[src/rtl/ee_rd_pkg.sv]
package ee_rd_pkg;
  typedef enum logic [3:0] {
    ST_IDLE,
    ST_CS_LO,
    ST_CS_HI,
    ST_C_SET,
    ST_C_RISE,
    ST_C_FALL,
    ST_R_HI,
    ST_R_LO,
    ST_FIN
  } seq_state_t;

  localparam logic [2:0] READ_CODE = 3'b110;
endpackage

[src/rtl/ee_phase_timer.sv]
module ee_phase_timer #(
  parameter int DIV_W = 8
) (
  input  logic             clk,
  input  logic             rst,
  input  logic             clear,
  input  logic             run,
  input  logic [DIV_W-1:0] limit,
  output logic             tick
);
  logic [DIV_W-1:0] cnt_q;

  assign tick = run && (cnt_q == limit);

  always_ff @(posedge clk) begin
    if (rst || clear) begin
      cnt_q <= '0;
    end else if (run) begin
      cnt_q <= tick ? '0 : cnt_q + 1'b1;
    end
  end
endmodule

[src/rtl/ee_cmd_shift.sv]
module ee_cmd_shift #(
  parameter int CMD_W = 11
) (
  input  logic             clk,
  input  logic             rst,
  input  logic             load,
  input  logic             shift,
  input  logic [CMD_W-1:0] load_val,
  output logic             msb_nxt
);
  logic [CMD_W-1:0] sr_q;

  always_comb begin
    if (load)       msb_nxt = load_val[CMD_W-1];
    else if (shift) msb_nxt = sr_q[CMD_W-2];
    else            msb_nxt = sr_q[CMD_W-1];
  end

  always_ff @(posedge clk) begin
    if (rst)        sr_q <= '0;
    else if (load)  sr_q <= load_val;
    else if (shift) sr_q <= {sr_q[CMD_W-2:0], 1'b0};
  end
endmodule

[src/rtl/ee_data_capture.sv]
module ee_data_capture #(
  parameter int DATA_W = 16
) (
  input  logic              clk,
  input  logic              rst,
  input  logic              clr,
  input  logic              sample,
  input  logic              bit_in,
  output logic [DATA_W-1:0] raw
);
  always_ff @(posedge clk) begin
    if (rst || clr)  raw <= '0;
    else if (sample) raw <= {raw[DATA_W-2:0], bit_in};
  end
endmodule

[src/rtl/ee_word_reader.sv]
module ee_word_reader
  import ee_rd_pkg::*;
#(
  parameter int ADDR_W = 6,
  parameter int DATA_W = 16,
  parameter int DIV_W  = 8
) (
  input  logic              clk,
  input  logic              rst,
  input  logic              req_valid,
  input  logic [ADDR_W-1:0] req_addr,
  input  logic [DIV_W-1:0]  div_half,
  output logic              busy,
  output logic              done,
  output logic [DATA_W-1:0] rd_word,
  output logic              ee_cs,
  output logic              ee_sk,
  output logic              ee_di,
  input  logic              ee_do
);
  localparam int CMD_W  = ADDR_W + 5;
  localparam int MAXB   = (CMD_W > DATA_W) ? CMD_W : DATA_W;
  localparam int CNT_W  = $clog2(MAXB);
  localparam int HALF_W = DATA_W / 2;

  seq_state_t       st_q, st_d;
  logic [CNT_W-1:0] bit_q, bit_d;
  logic [DIV_W-1:0] div_q;
  logic             tick, accept, cmd_load, cmd_shift, cmd_msb_nxt, smp;
  logic [CMD_W-1:0] cmd_word;
  logic [DATA_W-1:0] raw;

  assign accept   = (st_q == ST_IDLE) && req_valid;
  assign cmd_word = CMD_W'({READ_CODE, req_addr});

  ee_phase_timer #(.DIV_W(DIV_W)) u_tmr (
    .clk(clk), .rst(rst), .clear(accept), .run(st_q != ST_IDLE),
    .limit(div_q), .tick(tick)
  );

  ee_cmd_shift #(.CMD_W(CMD_W)) u_cmd (
    .clk(clk), .rst(rst), .load(cmd_load), .shift(cmd_shift),
    .load_val(cmd_word), .msb_nxt(cmd_msb_nxt)
  );

  ee_data_capture #(.DATA_W(DATA_W)) u_cap (
    .clk(clk), .rst(rst), .clr(accept), .sample(smp),
    .bit_in(ee_do), .raw(raw)
  );

  always_comb begin
    st_d      = st_q;
    bit_d     = bit_q;
    cmd_load  = accept;
    cmd_shift = 1'b0;
    smp       = 1'b0;
    case (st_q)
      ST_IDLE:  if (req_valid) st_d = ST_CS_LO;
      ST_CS_LO: if (tick) st_d = ST_CS_HI;
      ST_CS_HI: if (tick) begin
        st_d  = ST_C_SET;
        bit_d = CNT_W'(CMD_W - 1);
      end
      ST_C_SET:  if (tick) st_d = ST_C_RISE;
      ST_C_RISE: if (tick) st_d = ST_C_FALL;
      ST_C_FALL: if (tick) begin
        if (bit_q == '0) begin
          st_d  = ST_R_HI;
          bit_d = CNT_W'(DATA_W - 1);
        end else begin
          st_d      = ST_C_SET;
          bit_d     = bit_q - 1'b1;
          cmd_shift = 1'b1;
        end
      end
      ST_R_HI: if (tick) begin
        st_d = ST_R_LO;
        smp  = 1'b1;
      end
      ST_R_LO: if (tick) begin
        if (bit_q == '0) begin
          st_d = ST_FIN;
        end else begin
          st_d  = ST_R_HI;
          bit_d = bit_q - 1'b1;
        end
      end
      ST_FIN:  if (tick) st_d = ST_IDLE;
      default: st_d = ST_IDLE;
    endcase
  end

  always_ff @(posedge clk) begin
    if (rst) begin
      st_q    <= ST_IDLE;
      bit_q   <= '0;
      div_q   <= '0;
      busy    <= 1'b0;
      done    <= 1'b0;
      rd_word <= '0;
      ee_cs   <= 1'b0;
      ee_sk   <= 1'b0;
      ee_di   <= 1'b0;
    end else begin
      st_q  <= st_d;
      bit_q <= bit_d;
      if (accept) div_q <= div_half;
      busy  <= (st_d != ST_IDLE);
      done  <= (st_q == ST_FIN) && tick;
      if ((st_q == ST_FIN) && tick)
        rd_word <= {raw[HALF_W-1:0], raw[DATA_W-1:HALF_W]};
      ee_cs <= (st_d != ST_IDLE) && (st_d != ST_CS_LO) && (st_d != ST_FIN);
      ee_sk <= (st_d == ST_C_RISE) || (st_d == ST_R_HI);
      ee_di <= ((st_d == ST_C_SET) || (st_d == ST_C_RISE) || (st_d == ST_C_FALL))
               && cmd_msb_nxt;
    end
  end
endmodule

[config.mk]
export PLATFORM = sky130hd
export DESIGN_NAME = ee_word_reader
export DESIGN_NICKNAME = d
export VERILOG_FILES = /design/src/rtl/ee_rd_pkg.sv /design/src/rtl/ee_phase_timer.sv /design/src/rtl/ee_cmd_shift.sv /design/src/rtl/ee_data_capture.sv /design/src/rtl/ee_word_reader.sv
export SDC_FILE = /design/constraint.sdc
export NUM_CORES = 1
export LEC_CHECK = 0
export BUFFER_PORTS_ARGS = -buffer_cell sky130_fd_sc_hd__buf_2
export CAP_MARGIN = 15
export CORE_MARGIN = 1.5
export CORE_UTILIZATION = 40
export DETAILED_ROUTE_END_ITERATION = 10
export GPL_ROUTABILITY_DRIVEN = 0
export GPL_TIMING_DRIVEN = 0
export PLACE_DENSITY_LB_ADDON = 0.2
export REMOVE_ABC_BUFFERS = 1
export SLEW_MARGIN = 10
export SYNTH_ARGS = -nofsm -noshare
export SYNTH_HDL_FRONTEND = slang
export SYNTH_HIERARCHICAL = 1
export SYNTH_SLANG_ARGS = --single-unit
[constraint.sdc]
create_clock -name clk -period 3.5 [get_ports clk]
set_input_delay 0.175 -clock clk [delete_from_list [all_inputs] [get_ports clk]]
set_output_delay 0.175 -clock clk [all_outputs]
set_load 0.01 [all_outputs]
# Word-level counts from Yosys, hierarchy flattened
# Cells that the tools add are included.
[op_classes]
mux = 28
eq_ne = 19
addsub = 2
reduce_logical = 18
[op_table]
columns = ["operator", "n"]
rows = [
  ["$mux W4", 15],
  ["$pmux W4 S9", 1],
  ["$eq A4 B3 Y1 const B", 7],
  ["$mux W9", 2],
  ["$eq A4 B2 Y1 const B", 3],
  ["$pmux W4 S3", 1],
  ["$add A8 B1 Y8 const B", 1],
  ["$eq A8 B8 Y1", 1],
  ["$logic_not A4 Y1", 2],
  ["$mux W8", 1],
  ["$ne A2 B2 Y1 const B", 4],
  ["$reduce_bool A4 Y1", 2],
  ["$mux W1", 7],
  ["$logic_and A1 B1 Y1", 6],
  ["$reduce_and A5 Y1", 1],
  ["$eq A4 B1 Y1 const B", 1],
  ["$eq A4 B4 Y1 const B", 1],
  ["$logic_or A1 B1 Y1", 4],
  ["$ne A4 B1 Y1 const B", 1],
  ["$ne A4 B4 Y1 const B", 1],
  ["$sub A4 B1 Y4 const B", 1],
  ["$mux W3", 1],
  ["$reduce_bool A3 Y1", 1],
  ["$reduce_bool A2 Y1", 1],
  ["$reduce_or A2 Y1", 1],
]
[word_totals]
wordCells = 80
output_inout_bits = 21
inputBits = 18
register_bits = 72

# Depth between registers and ports, before layout
# Gate-level depths: netlist (run 1).
[depth]
word_depth = 8
depth_mapped = 13
mapped_depth_nobuf = 8

# Cells and area by module
# The synthesis (run 1) kept the hierarchy.
[modules_own_cells]
columns = ["mod", "cells_each", "instances", "area_each_um2"]
rows = [
  ["ee_word_reader", 184, 1, 1592.8],
  ["ee_data_capture", 53, 1, 581.8],
  ["ee_cmd_shift", 50, 1, 516.7],
  ["ee_phase_timer", 51, 1, 460.4],
]

# Least setup slack after synthesis (run 1)
# OpenSTA, ideal clock, no wires.
[synth_timing]
path_kind = "register to register"
startpoint = "register st_q[3]"
endpoint = "register u_cap.raw[10]"
period_less_slack_ns = 2.289
t_arrival_ns = 2.174
setup_ns = 0.114
setup_slack_ns = 1.211
path_stages_with_launch = 13
t_required_ns = 3.386
path_cell_list = "dfxtp_1 clkbuf_1 nand2b_1 buf_2 nand2_1 nor3_1 buf_2 nand4bb_1 nor2_1 buf_4 buf_6 mux2i_1 nor2_1"
[synth_via]
elab_chain_len = 4
[synth_lines]
columns = ["item", "line_no", "rtl"]
rows = [
  ["from (decl)", "ee_word_reader.sv:26", "seq_state_t st_q, st_d;"],
  ["from (signal assigned)", "ee_word_reader.sv:105", "st_q <= st_d;"],
  ["$reduce_bool A4 Y1", "ee_word_reader.sv:37", ".clk(clk), .rst(rst), .clear(accept), .run(st_q != ST_IDLE),"],
  ["$logic_and A1 B1 Y1", "ee_phase_timer.sv:13", "assign tick = run && (cnt_q == limit);"],
  ["via tick", "ee_word_reader.sv:29", "logic tick, accept, cmd_load, cmd_shift, cmd_msb_nxt, smp;"],
  ["$mux W1", "ee_word_reader.sv:76", "ST_R_HI: if (tick) begin"],
  ["$mux W1", "ee_word_reader.sv:57", "case (st_q)"],
  ["via smp", "ee_word_reader.sv:29", ""],
  ["to (signal assigned)", "ee_data_capture.sv:13", "else if (sample) raw <= {raw[DATA_W-2:0], bit_in};"],
  ["to (decl)", "ee_data_capture.sv:9", "output logic [DATA_W-1:0] raw"],
]
# The timed path passes the listed nets, and every way through them passes these cells.
# A chain may end at the register's enable or synchronous reset.

# Final worst setup path (run 1)
[layout_timing]
startpoint = "register st_q[2]"
endpoint = "register u_cap.raw[1]"
# Same word-level chain as after synthesis.

==> results.yml, run 1 <==
run_status:
  status: "finished, final reports clean"
timing:
  fin_crit_sh: 0.879
  whs_ps: 59.4
  worst_pin_slew_ps: 927
  maxSlewViolCount: 0
  fmax_mhz: 325
  skew_ps: 11.4
  setup_viol: 0
  relSlewSlack: 0.382
  period_minus_slack_ps: 3080
  hold_violations: 0
  grt_setup_unrepaired: "false"
route:
  vias: 2348
  ant_nets: 0
  drt-total-wl_um: 6080
  drc: 0
  wl_per_cell_um: 12.8
  detail_route.vias_per_cell: 4.93
  first_pass_iters: 4
  drtIter0Drc: 96
global_routing:
  antenna_found_initial: 0
  grt_pass1_vias: 2236
  grt_pass1_wl_um: 10300
  grt_usage: 0.154
  grt_max_degree: 49
  grt_overflow_total: 0
synth:
  syn-cell-area_um2: 3150
  ys_ff_latch: 72
  yosys_warnings: 6
  synth-async-reset-ratio: 0
  syn_area_per_cell_um2: 9.32
  synth_cells: 338
  yosysUniqueCellTypes: 54
  synthFlopType: "dfxtp_1"
  yosysSeqAreaShare: 0.457
  synth_edf_count: 0
cells_and_area:
  final_cell_mix: "72 x dfxtp_1, 43 x nand2_1, 43 x nor2_1"
  final_cells: 476
  antennaDiodeCount: 0
  area_growth_pct: 14.0
  final_common_cell: "dfxtp_1"
  nNetsFinal: 389
  stdcell_area_um2: 3590
  drive_gt1_frac: 0.174
worst_setup_path:
  crit_path_end_kind: "register"
  path_cells: "nor3_2 > nand2b_1 > nand2_1 > nor3_2 > nand4bb_1 > nor2_2 > buf_8 > mux2i_1 > nor2_1"
  timing.critical_path.to: "u_cap/raw[1]$_SDFFE_PP0P_"
  crit_path_max_incr_delay_ps: 650
  cp-startpoint: "st_q[2]$_SDFF_PP0_"
  path_max_fanout: 13
  start_kind: "register"
  reg2regPathDepth: 9
  rr_startpoint: "st_q[2]$_SDFF_PP0_"
  crit_required_ps: 3710
  cp_common_cell: "nor3_2"
  r2r_setup_slack_ps: 420
  crit_type: "register to register"
  arrival_ps: 3290
  reg2reg_to: "u_cap/raw[1]$_SDFFE_PP0P_"
  slowest_stage: "dfxtp_1"
clock_network:
  post_cts_resized: 0
  cts_buffers: 9
  cts_root_buf: "clkbuf_8"
  cts.clk_slew.worst_paths_ps: 80
  post-cts-setup-buffers: 0
  cts_tree: "built"
  insertion_delay_ps: 340
  cts.sinks: 72
  clock_path_buffers: 2
  cts_hold_buffers: 0
  cts_htree_levels: 3
floorplan:
  rows: 32
  chipWidth_um: 91.8
  die_h_um: 91.8
  initial_core_util: 0.410
  core_um2: 7690
  dieArea_um2: 8420
  io_pins: 39
power:
  p_per_area_nw_per_um2: 490
  ir_drop_mv: 0.225
  power.leakage_nw: 1.36
placement:
  placed_area_um2: 3360
  dpl.cell_count: 460
  portBuffers: 38
  dp_hpwl_um: 3900
min_path:
  hold_class: "primary input to register"
job:
  cap_violations: 0
kinds of logic (layout without fill, tap and decap cells):
family,after synthesis,in the layout,share of synthesized area
AO/OA/AOI/OAI,49,49,0.112
XOR/XNOR,15,15,0.0417
adder cells (fa/ha/maj),2,2,0.00794
buffers and inverters,28,61,0.0508
flip-flops,72,72,0.457
multiplexers,38,38,0.121
other,2,5,0.00238
AND/OR/NAND/NOR,132,132,0.208
area by class of cell:
type	instances	area [um2]
flip-flops and latches	72	1440
clock buffers	11	141
repair buffers	39	205
inverters	6	22.5
multi-input cells	241	1570
fillers	791	4090
clock inverters	5	86.3
well taps	102	128
metal layers:
layer  GRT usage  vias up  part of all wire
li1            -     1210                 -
met1       0.200     1083              0.50
met2       0.248       45              0.45
met3      0.0299       10             0.036
met4      0.0705        0             0.016
met5           0        -                 0
sequential cells by signal, indices dropped and copies added (netlist names):
register,count
rd_word,16
u_cap/raw,16
u_cmd/sr_q,11
div_q,8
u_tmr/cnt_q,8
bit_q,4
st_q,4
busy,1
done,1
ee_cs,1
ee_di,1
ee_sk,1
critical path, delay by kind of cell, from the launching register on:
| kind | cells | cell delay, ps |
|---|---|---|
| mux | 1 | 190 |
| simple gates | 7 | 1870 |
| flops | 1 | 650 |
| buf+inv | 1 | 220 |
through the flow:
stage / total power [mW] / utilization / TNS [ps] / setup WS (ps)
after CTS: 1.78 / 0.467 / 0 / 155
after floorplan: 0.981 / - / 0 / 267
after global routing: 1.83 / 0.467 / 0 / 113
final: 1.76 / 0.467 / 0 / 422
after global placement: 1.03 / 0.435 / -9890 / -624
after detailed placement: 1.03 / 0.437 / 0 / 98.0
worst min-delay path by stage:
stage / from / end / depth (start not counted)
global route: div_half[7] / div_q[7]$_SDFFE_PP0P_ / 3
floorplan: rst / u_cmd/sr_q[10]$_SDFFE_PP0P_ / 1
finish: div_half[6] / div_q[6]$_SDFFE_PP0P_ / 3
detailed placement: div_half[6] / div_q[6]$_SDFFE_PP0P_ / 3
global placement: div_half[5] / div_q[5]$_SDFFE_PP0P_ / 3
CTS: div_half[6] / div_q[6]$_SDFFE_PP0P_ / 3
cell usage after synthesis, types with 2 or more instances:
cell      number  area [um2]
or3b_1         2        17.5
buf_2          4        20.0
nor3_1         5        25.0
and3b_1        2        17.5
dfxtp_1       72        1440
o21ai_0        2        10.0
nor2_1        44         165
a211oi_2       2        25.0
clkbuf_1       8        30.0
a21oi_1       24         120
and2_1         2        12.5
conb_1         2        7.51
nand2b_1       3        18.8
xnor2_1       12         105
ha_1           2        25.0
buf_4          4        30.0
nand3b_1       3        22.5
inv_1          6        22.5
buf_6          4        45.0
a211oi_1       8        60.1
xor2_1         3        26.3
nor2b_1       10        62.6
nand2_1       43         161
nand4_1        4        25.0
mux2i_1       38         380
power by group:
part / internal [mW] / switching [mW] / total, mW / leakage, nW
logic: 0.0605 / 0.0862 / 0.147 / 0.661
registers: 0.844 / 0.0201 / 0.864 / 0.584
clock network: 0.428 / 0.322 / 0.750 / 0.115
total: 1.33 / 0.429 / 1.76 / 1.36
Note: power is estimated with default switching activity, not from simulation.
==> run 2: changes to the inputs <==
--- a/config.mk
+++ b/config.mk
@@ -7,13 +7,13 @@
 export LEC_CHECK = 0
 export BUFFER_PORTS_ARGS = -buffer_cell sky130_fd_sc_hd__buf_2
 export CAP_MARGIN = 15
-export CORE_MARGIN = 1.5
 export CORE_UTILIZATION = 40
 export DETAILED_ROUTE_END_ITERATION = 10
 export GPL_ROUTABILITY_DRIVEN = 0
 export GPL_TIMING_DRIVEN = 0
-export PLACE_DENSITY_LB_ADDON = 0.2
+export PLACE_DENSITY = 0.65
 export REMOVE_ABC_BUFFERS = 1
+export SKIP_CTS_REPAIR_TIMING = 1
 export SLEW_MARGIN = 10
 export SYNTH_ARGS = -nofsm -noshare
 export SYNTH_HDL_FRONTEND = slang
==> run 2 against run 1 <==
Net effect: sequential power about the same; setup slack got worse by 4.1 ps; sequential share of layout area increased by 0.22 points; die area decreased by 2.2%; clock-buffer cell count decreased by 2; sequential cell count unchanged; first-iteration DRC count increased by 100%; cell count unchanged; via count increased by 1.7%; critical endpoint is now u_cap/raw[3]$_SDFFE_PP0P_.
==> results.yml, run 2 (synthesis results as in run 1) <==
placement:
  portBuffers: 38
  pre_cts_ws_ps: 190
  dp_hpwl_um: 3890
worst_setup_path:
  path_max_fanout: 13
  arrival_ps: 3300
  crit_type: "register to register"
  start_kind: "register"
  r2r_setup_slack_ps: 420
  crit_path_end_kind: "register"
  crit_required_ps: 3710
clock_network:
  cts_root_buf: "clkbuf_8"
  cts.sinks: 72
  cts_htree_levels: 3
  clock_path_buffers: 2
  cts_buffers: 9
  cts_tree: "built"
  insertion_delay_ps: 350
  cts.clk_slew.worst_paths_ps: 80
cells_and_area:
  final_common_cell: "dfxtp_1"
  reg_top3: "rd_word x16, u_cap/raw x16, u_cmd/sr_q x11"
  nNetsFinal: 389
  drive_gt1_frac: 0.176
  final_cell_mix: "72 x dfxtp_1, 43 x nand2_1, 43 x nor2_1"
  antennaDiodeCount: 0
  utilization: 0.465
  area_growth_pct: 13.4
power:
  ir_drop_mv: 0.193
  p_per_area_nw_per_um2: 474
  power.leakage_nw: 1.35
floorplan:
  rows: 32
  core_um2: 7690
  io_pins: 39
  die_h_um: 90.8
  dieArea_um2: 8240
  initial_core_util: 0.410
  chipWidth_um: 90.8
global_routing:
  grt_overflow_total: 0
  grt_usage: 0.156
  grt_pass1_vias: 2237
  antenna_found_initial: 0
  grt_pass1_wl_um: 10400
  grt_max_degree: 49
route:
  first_pass_iters: 4
  drt-total-wl_um: 5920
  drtIter0Drc: 194
  detail_route.vias_per_cell: 5.02
  wl_per_cell_um: 12.4
  vias: 2389
  ant_nets: 0
  drc: 0
timing:
  hold_violations: 0
  setup_ws_ps: 418
  fmax_mhz: 324
  period_minus_slack_ps: 3080
  fin_crit_sh: 0.881
  skew_ps: 15.2
  worst_pin_slew_ps: 889
  setup_viol: 0
  maxSlewViolCount: 0
  relSlewSlack: 0.407
  grt_setup_unrepaired: "false"
run_status:
  status: "finished, final reports clean"
job:
  cap_violations: 0
min_path:
  hold_class: "primary input to register"
## run 2: area by class of cell
| class | instances | area (um2) |
|---|---|---|
| fillers | 753 | 4110 |
| multi-input cells | 241 | 1570 |
| flip-flops and latches | 72 | 1440 |
| repair buffers | 39 | 205 |
| well taps | 102 | 128 |
| clock buffers | 9 | 124 |
| clock inverters | 7 | 83.8 |
| inverters | 6 | 22.5 |
## run 2: worst paths after layout
kind                                               from                        end  depth (start not counted)
worst max register to register       st_q[2]$_SDFF_PP0_  u_cap/raw[3]$_SDFFE_PP0P_                          9
worst min register to register  rd_word[2]$_SDFFE_PP0P_    rd_word[2]$_SDFFE_PP0P_                          2
worst min-delay path                        div_half[6]      div_q[6]$_SDFFE_PP0P_                          3
worst max-delay path                 st_q[2]$_SDFF_PP0_  u_cap/raw[3]$_SDFFE_PP0P_                          9
## run 2: metal layers
layer | GRT usage | wire (um) | vias up
met5 | 0 | 0 | -
met2 | 0.257 | 2810 | 45
met1 | 0.201 | 2840 | 1123
met4 | 0.0524 | 67 | 0
li1 | - | - | 1215
met3 | 0.0354 | 199 | 6
## run 2: stage by stage
step / cell area (um2) / total power, mW / hold slack [ps] / setup TNS, ps / instances
CTS: 3570 / 1.72 / 49.3 / 0 / 476
global placement: 3340 / 1.02 / 405 / -8080 / 459
detailed placement: 3360 / 1.03 / 415 / 0 / 460
finish: 3570 / 1.69 / 61.5 / 0 / 476
global route: 3570 / 1.78 / 55.4 / 0 / 476
floorplan: 3030 / 0.981 / 240 / 0 / 319
## run 2: power by group
part	leakage [nW]	internal (mW)	switching (mW)
clock network	0.103	0.343	0.342
registers	0.584	0.844	0.0196
logic	0.661	0.0604	0.0843
## run 2: critical path, stage by stage, from the launching register on
cell	delay, ps
dfxtp_1	640
nor3_2	130
nand2b_1	270
nand2_1	190
nor3_2	450
nand4bb_1	350
nor2_2	450
buf_8	220
mux2i_1	200
nor2_1	50
